<file path="config.mk">
export PLATFORM = sky130hd
export DESIGN_NAME = lowside_fault_ctrl
export DESIGN_NICKNAME = d
export VERILOG_FILES = /design/src/rtl/lsf_pkg.sv /design/src/rtl/persist_filter.sv /design/src/rtl/trip_sequencer.sv /design/src/rtl/lowside_fault_ctrl.sv
export SDC_FILE = /design/constraint.sdc
export NUM_CORES = 1
export LEC_CHECK = 0
export CORE_MARGIN = 2
export CORE_UTILIZATION = 60
export CTS_CLUSTER_SIZE = 8
export DETAILED_ROUTE_END_ITERATION = 7
export DONT_BUFFER_PORTS = 1
export PLACE_DENSITY_LB_ADDON = 0.2
export REMOVE_ABC_BUFFERS = 1
export SLEW_MARGIN = 25
export SYNTH_ARGS = -nofsm -noshare
export SYNTH_HDL_FRONTEND = slang
export SYNTH_HIERARCHICAL = 1
export SYNTH_SLANG_ARGS = --single-unit
</file>
<file path="constraint.sdc">
create_clock -name clk -period 2.15 [get_ports clk]
set_input_delay 0.43 -clock clk [delete_from_list [all_inputs] [get_ports clk]]
set_output_delay 0.43 -clock clk [all_outputs]
set_load 0.1 [all_outputs]
</file>
<file path="src/rtl/lsf_pkg.sv">
package lsf_pkg;
  typedef enum logic [1:0] {
    ST_RUN   = 2'd0,
    ST_PULSE = 2'd1,
    ST_HOLD  = 2'd2
  } trip_st_e;

  localparam int SRC_OC = 0;
  localparam int SRC_SC = 1;
  localparam int SRC_UV = 2;
  localparam int NUM_SRC = 3;
endpackage

</file>
<file path="src/rtl/persist_filter.sv">
module persist_filter #(
  parameter int LEN = 8
) (
  input  logic clk,
  input  logic rst,
  input  logic flag_i,
  output logic qual_o
);
  localparam int CW = $clog2(LEN + 1);
  localparam logic [CW-1:0] LIMIT = CW'(LEN);

  logic [CW-1:0] run_q;

  always_ff @(posedge clk) begin
    if (rst || !flag_i) begin
      run_q <= '0;
    end else if (run_q != LIMIT) begin
      run_q <= run_q + 1'b1;
    end
  end

  assign qual_o = (run_q == LIMIT);
endmodule

</file>
<file path="src/rtl/trip_sequencer.sv">
module trip_sequencer
  import lsf_pkg::*;
#(
  parameter int PULSE_LEN = 16
) (
  input  logic     clk,
  input  logic     rst,
  input  logic     trip_i,
  input  logic     all_off_i,
  output trip_st_e st_q,
  output trip_st_e st_nxt
);
  localparam int PW = (PULSE_LEN > 2) ? $clog2(PULSE_LEN) : 1;
  localparam logic [PW-1:0] LAST = PW'(PULSE_LEN - 1);

  logic [PW-1:0] pcnt_q, pcnt_nxt;

  always_comb begin
    st_nxt   = st_q;
    pcnt_nxt = pcnt_q;
    unique case (st_q)
      ST_RUN: begin
        if (trip_i) begin
          st_nxt   = ST_PULSE;
          pcnt_nxt = '0;
        end
      end
      ST_PULSE: begin
        if (pcnt_q == LAST) st_nxt = ST_HOLD;
        else                pcnt_nxt = pcnt_q + 1'b1;
      end
      ST_HOLD: begin
        if (all_off_i) st_nxt = ST_RUN;
      end
      default: st_nxt = ST_RUN;
    endcase
  end

  always_ff @(posedge clk) begin
    if (rst) begin
      st_q   <= ST_RUN;
      pcnt_q <= '0;
    end else begin
      st_q   <= st_nxt;
      pcnt_q <= pcnt_nxt;
    end
  end
endmodule

</file>
<file path="src/rtl/lowside_fault_ctrl.sv">
module lowside_fault_ctrl
  import lsf_pkg::*;
#(
  parameter int NUM_LEG   = 3,
  parameter int OC_FILT   = 1000,
  parameter int SC_FILT   = 200,
  parameter int UV_FILT   = 1000,
  parameter int PULSE_LEN = 180000
) (
  input  logic               clk,
  input  logic               rst,
  input  logic [NUM_LEG-1:0] lo_cmd,
  input  logic               oc_flag,
  input  logic               sc_flag,
  input  logic               uv_flag,
  output logic [NUM_LEG-1:0] lo_gate,
  output logic               fault_n
);
  localparam int FILT_LEN [NUM_SRC] = '{OC_FILT, SC_FILT, UV_FILT};

  logic [NUM_SRC-1:0] raw;
  logic [NUM_SRC-1:0] qual;
  trip_st_e           st_q, st_nxt;
  logic               uv_q;
  logic [NUM_LEG-1:0] gate_nxt;
  logic               fault_nxt;

  assign raw[SRC_OC] = oc_flag;
  assign raw[SRC_SC] = sc_flag;
  assign raw[SRC_UV] = uv_flag;

  for (genvar g = 0; g < NUM_SRC; g++) begin : g_filt
    persist_filter #(.LEN(FILT_LEN[g])) u_filt (
      .clk    (clk),
      .rst    (rst),
      .flag_i (raw[g]),
      .qual_o (qual[g])
    );
  end

  assign uv_q = qual[SRC_UV];

  trip_sequencer #(.PULSE_LEN(PULSE_LEN)) u_seq (
    .clk       (clk),
    .rst       (rst),
    .trip_i    (qual[SRC_OC] | qual[SRC_SC]),
    .all_off_i (lo_cmd == '0),
    .st_q      (st_q),
    .st_nxt    (st_nxt)
  );

  always_comb begin
    gate_nxt  = (st_nxt == ST_RUN && !uv_q) ? lo_cmd : '0;
    fault_nxt = (st_nxt == ST_PULSE) || uv_q;
  end

  always_ff @(posedge clk) begin
    if (rst) begin
      lo_gate <= '0;
      fault_n <= 1'b1;
    end else begin
      lo_gate <= gate_nxt;
      fault_n <= !fault_nxt;
    end
  end
endmodule

</file>
==> metrics, run 1 <==
DRC Markers 0; synthesized area per cell 8.80 um2; total wire length 5.06 mm; Gate Count Post-Synth 303; routed via count 2263; GR Layer Usage met2 36.3%; PwrDens 599 nW/um2; Synth warnings 6; Clock transition at path regs 90 ps; ys flop type dfxtp_1; Hold Violations, Final 0; First-pass DRT Iterations 4; # diodes 0; Yosys reg bits 52; number of flops mapped to enable cells by yosys 0; worst skew pair latency 300 ps; DR vias/cell 6.10; initial DRC count 157; vias in the first global route 2114; worst reg-to-reg path cell count 10; Congestion Overflow GR 0; WHS 193 ps; FFs w/ async S/R, synth 0%; initial antenna violation count 0; post-DP HPWL 3.65 mm; routed len/inst 13.6 um; met3 usage 4.99%; Worst Path Required 2400 ps; Num CTS Buffers 5; Synth cell types 59; Core ar. 4320 um2; Hold Path Class primary input to register; total clock sinks 52; WP data arrival 2250 ps; worst slack at placement 48.3 ps; worst-margin pin slew 448 ps; final worst path period need 2000 ps; status finished clean; Final nets 333; Post-Route Skew 4.94 ps; CTS root buffer clkbuf_8; most common cell after layout, fill and taps aside dfxtp_1; Worst Setup Path Type register to register; I/O Buffers 0; fill count 383; Leak Pwr 0.00100 uW; row count 24; Post-CTS Hold Buffers 0; share of layout cells above drive strength 1 15.7%; non-filler cells, final 371; post-placement cell count 361; most used routing layer met2; All-Layer GR Usage 21.8%; chip width 70.7 um; CP Max Fanout 7; CTS H-tree lvls 2; Final Setup Violations 0; CTS tree done; crit path launch type register; Initial Util 61.7%; Fmax 0.500 GHz; Clock Path Buffers 2; worst vdd ir 0.433 mV; first-pass GRT wire length 8.94 mm; Final WS setup 150 ps; Slew Limit Fails 0; io pins 12; largest net degree at the start of global routing 26; post-synthesis cell area 2670 um2; ratio of final minimum period to clock period 93.0%; maximum capacitance violations 0; commonest cells after routing, fill and taps aside dfxtp_1 (51), nand2_1 (30), a21oi_1 (21); Hold Path Depth 1; CP endpoint kind register; post-synthesis sequential area ratio 39.0%; Global Route met1 Usage 27.6%; DRT antenna net count 0; slew margin rel. 69.9%; gpl congestion 0.850; area grow syn2layout 10.3%; Die Ht 70.7 um; DIE AREA 4990 um2
## final timing paths
| path | from | end | slack [ps] |
|---|---|---|---|
| worst min-delay path | rst | u_seq/pcnt_q[1] | 190 |
| worst max register to register | g_filt[1].u_filt/run_q[1] | lo_gate[1] | 150 |
| worst min register to register | g_filt[1].u_filt/run_q[7] | g_filt[1].u_filt/run_q[7] | 500 |
| worst max-delay path | g_filt[1].u_filt/run_q[1] | lo_gate[1] | 150 |
## cells in the mapped netlist (4+ instances only)
cell type	instances	area share [%]
a21oi_1	21	3.9
clkbuf_1	4	0.56
dfxtp_1	52	39
ha_1	7	3.3
inv_1	10	1.4
mux2i_1	7	2.6
nand2_1	30	4.2
nand2b_1	8	1.9
nand3_1	18	3.4
nand3b_1	4	1.1
nand4_1	8	1.9
nor2_1	17	2.4
nor2b_1	4	0.94
nor3_1	8	1.5
o21ai_0	17	3.2
o31ai_1	5	1.4
or3_1	7	1.6
or4_1	4	1.1
xor2_1	6	2.0
## cell type report
| type | count | area, um2 | share of cell area (%) |
|---|---|---|---|
| clock buffers | 7 | 96.3 | 3.28 |
| multi-input cells | 232 | 1540 | 52.4 |
| clock inverters | 1 | 30.0 | 1.02 |
| inverters | 11 | 46.3 | 1.57 |
| flip-flops and latches | 52 | 1040 | 35.4 |
| repair buffers | 16 | 120 | 4.08 |
| well taps | 52 | 65.1 | 2.21 |
## repair_timing
item                                    CTS  global route
gates resized for setup                   0             2
setup buffers                             0             2
endpoints found under the setup margin    0             6
## routing by layer
layer	vias up	routed length [um]
li1	1129	-
met1	1078	2390
met2	48	2370
met3	8	231
met4	0	68
met5	-	0
## cells by family (layout without fill, tap and decap cells)
| logic type | Yosys count | after routing | synth area share, % |
|---|---|---|---|
| compound gates | 65 | 65 | 15.5 |
| xor+xnor | 8 | 8 | 2.63 |
| fa+ha+maj | 7 | 7 | 3.28 |
| buf+inv | 19 | 35 | 3.28 |
| flops | 52 | 52 | 39.0 |
| mux | 9 | 9 | 3.47 |
| simple gates | 143 | 143 | 32.8 |
## stage by stage
step / total power [uW] / util (%) / area, um2 / setup TNS, ps
floorplan: 1050 / - / 2630 / 0
global placement: 1070 / 64.6 / 2800 / 0
detailed placement: 1070 / 64.6 / 2800 / 0
CTS: 1790 / 67.6 / 2920 / 0
global route: 1830 / 68.0 / 2940 / -5.98
finish: 1760 / 68.0 / 2940 / 0
## state kept, by name (all words and copies together) (netlist names)
name / count
fault_n: 1
lo_gate: 3
u_seq/pcnt_q: 18
u_seq/st_q: 2
g_filt.u_filt/run_q: 28
## report_power, final
part,internal [uW],switching [uW],total [uW]
clock,411,305,716
sequential,971,5.40,976
combinational,22.3,49.0,71.2
total,1400,359,1760
## worst max-delay path: stages (launching register included)
cell and delay, ps:
dfxtp_2 360, inv_1 60, ha_1 200, nand4bb_4 110
nor2_1 70, or2_2 310, o21bai_2 160, a31o_4 160
inv_6 50, nor4_2 280, and2_1 170
Power figures use the tool's default switching activity.
==> inputs of run 2 (changes only) <==
Settings changed: MAX_ROUTING_LAYER set to met4.
==> metrics, run 2 (synthesis gave the netlist of run 1 again) <==
post-DP HPWL 3.65 mm; Worst Min Path Start rst; DR vias/cell 6.13; CP startpoint g_filt[1].u_filt/run_q[1]; Clock transition at path regs 90 ps; Num CTS Buffers 5; PwrDens 599 nW/um2; First-pass DRT Iterations 4; Slew Limit Fails 0; CTS root buffer clkbuf_8; Clock Path Buffers 2; initial DRC count 153; ratio of final minimum period to clock period 93.1%; Post-Route Skew 5.65 ps; post-route cell area 2940 um2; vias in the first global route 2113; DRT antenna net count 0; Worst Setup Path Type register to register; CTS tree done; initial antenna violation count 0; DRC Markers 0; total clock sinks 52; worst skew pair latency 300 ps; Leak Pwr 0.00100 uW; I/O Buffers 0; first-pass GRT wire length 8.94 mm; All-Layer GR Usage 22.4%; share of layout cells above drive strength 1 15.7%; maximum capacitance violations 0; DP Area 2800 um2; DIE AREA 4990 um2; Congestion Overflow GR 0; Initial Util 61.7%; chip width 70.7 um; most common cell after layout, fill and taps aside dfxtp_1; CTS H-tree lvls 2; max reg flops 28; # diodes 0; Final Util 68.0%; area grow syn2layout 10.3%; Post-CTS Hold Buffers 0; WP data arrival 2250 ps; final worst path period need 2000 ps; slew margin rel. 71.6%; CP endpoint kind register; largest net degree at the start of global routing 26; commonest cells after routing, fill and taps aside dfxtp_1 (51), nand2_1 (30), a21oi_1 (21); worst-margin pin slew 422 ps; Fmax 0.499 GHz; Setup TNS 0 ps; biggest regs g_filt.u_filt/run_q x28, u_seq/pcnt_q x18, lo_gate x3; Hold Path Class primary input to register; CP Max Fanout 7; status finished clean; total wire length 5.09 mm; crit path launch type register; routed via count 2275; Hold Violations, Final 0; worst vdd ir 0.432 mV; Core ar. 4320 um2; Final Setup Violations 0; routed len/inst 13.7 um; Die Ht 70.7 um; Top reg by flops g_filt.u_filt/run_q; io pins 12; gpl congestion 0.863; row count 24; worst reg2reg startpoint g_filt[1].u_filt/run_q[1]; Worst Path Required 2400 ps; Final nets 333
## run 2: cell counts in the layout (fill, tap and decap cells not counted)
Identical to the previous run, type by type.
## run 2: worst paths after layout
path | cells past startpoint | slack, ps | endpoint
hold / removal | 1 | 190 | u_seq/pcnt_q[1]
setup / recovery | 10 | 150 | lo_gate[1]
setup reg to reg | 10 | 150 | lo_gate[1]
hold reg to reg | 2 | 500 | g_filt[1].u_filt/run_q[7]
## run 2: per-layer routing
metal / global-route usage [%] / routed length [um] / up-vias
met4: 8.18 / 82 / 0
met2: 36.3 / 2360 / 63
li1: - / - / 1129
met5: - / 0 / -
met3: 4.99 / 238 / 10
met1: 27.6 / 2410 / 1073
## run 2: area by class of cell
cell class	count	area [um2]
Sequential cell	52	1040
Multi-Input combinational cell	232	1540
Clock buffer	7	96.3
Inverter	11	46.3
Timing Repair Buffer	16	120
Clock inverter	1	30.0
Tap cell	52	65.1
Fill cell	383	1380
## run 2: stage by stage
stage	worst slack (ps)	hold slack (ps)	instances	power (uW)
5_1_grt	-3.73	171	371	1830
3_3_place_gp	133	467	361	1070
6_report	147	192	371	1760
4_1_cts	13.3	175	369	1790
2_1_floorplan	184	443	295	1050
3_5_place_dp	48.3	487	361	1070
## run 2: what timing repair did
action	CTS	global route
setup buffers	0	2
endpoints found under the hold margin	0	0
endpoints found under the setup margin	0	6
resized for setup	0	2
## run 2: worst max-delay path, cell delays in order (launching register included)
cell and delay [ps]:
dfxtp_2 360, inv_1 60, ha_1 200, nand4bb_4 110, nor2_1 70, or2_2 310, o21bai_2 160, a31o_4 170
inv_6 50, nor4_2 280, and2_1 170
## run 2: power by group
part,switching [uW],total [uW],internal (uW)
combinational,48.9,71.2,22.2
sequential,5.44,976,971
clock,304,714,411
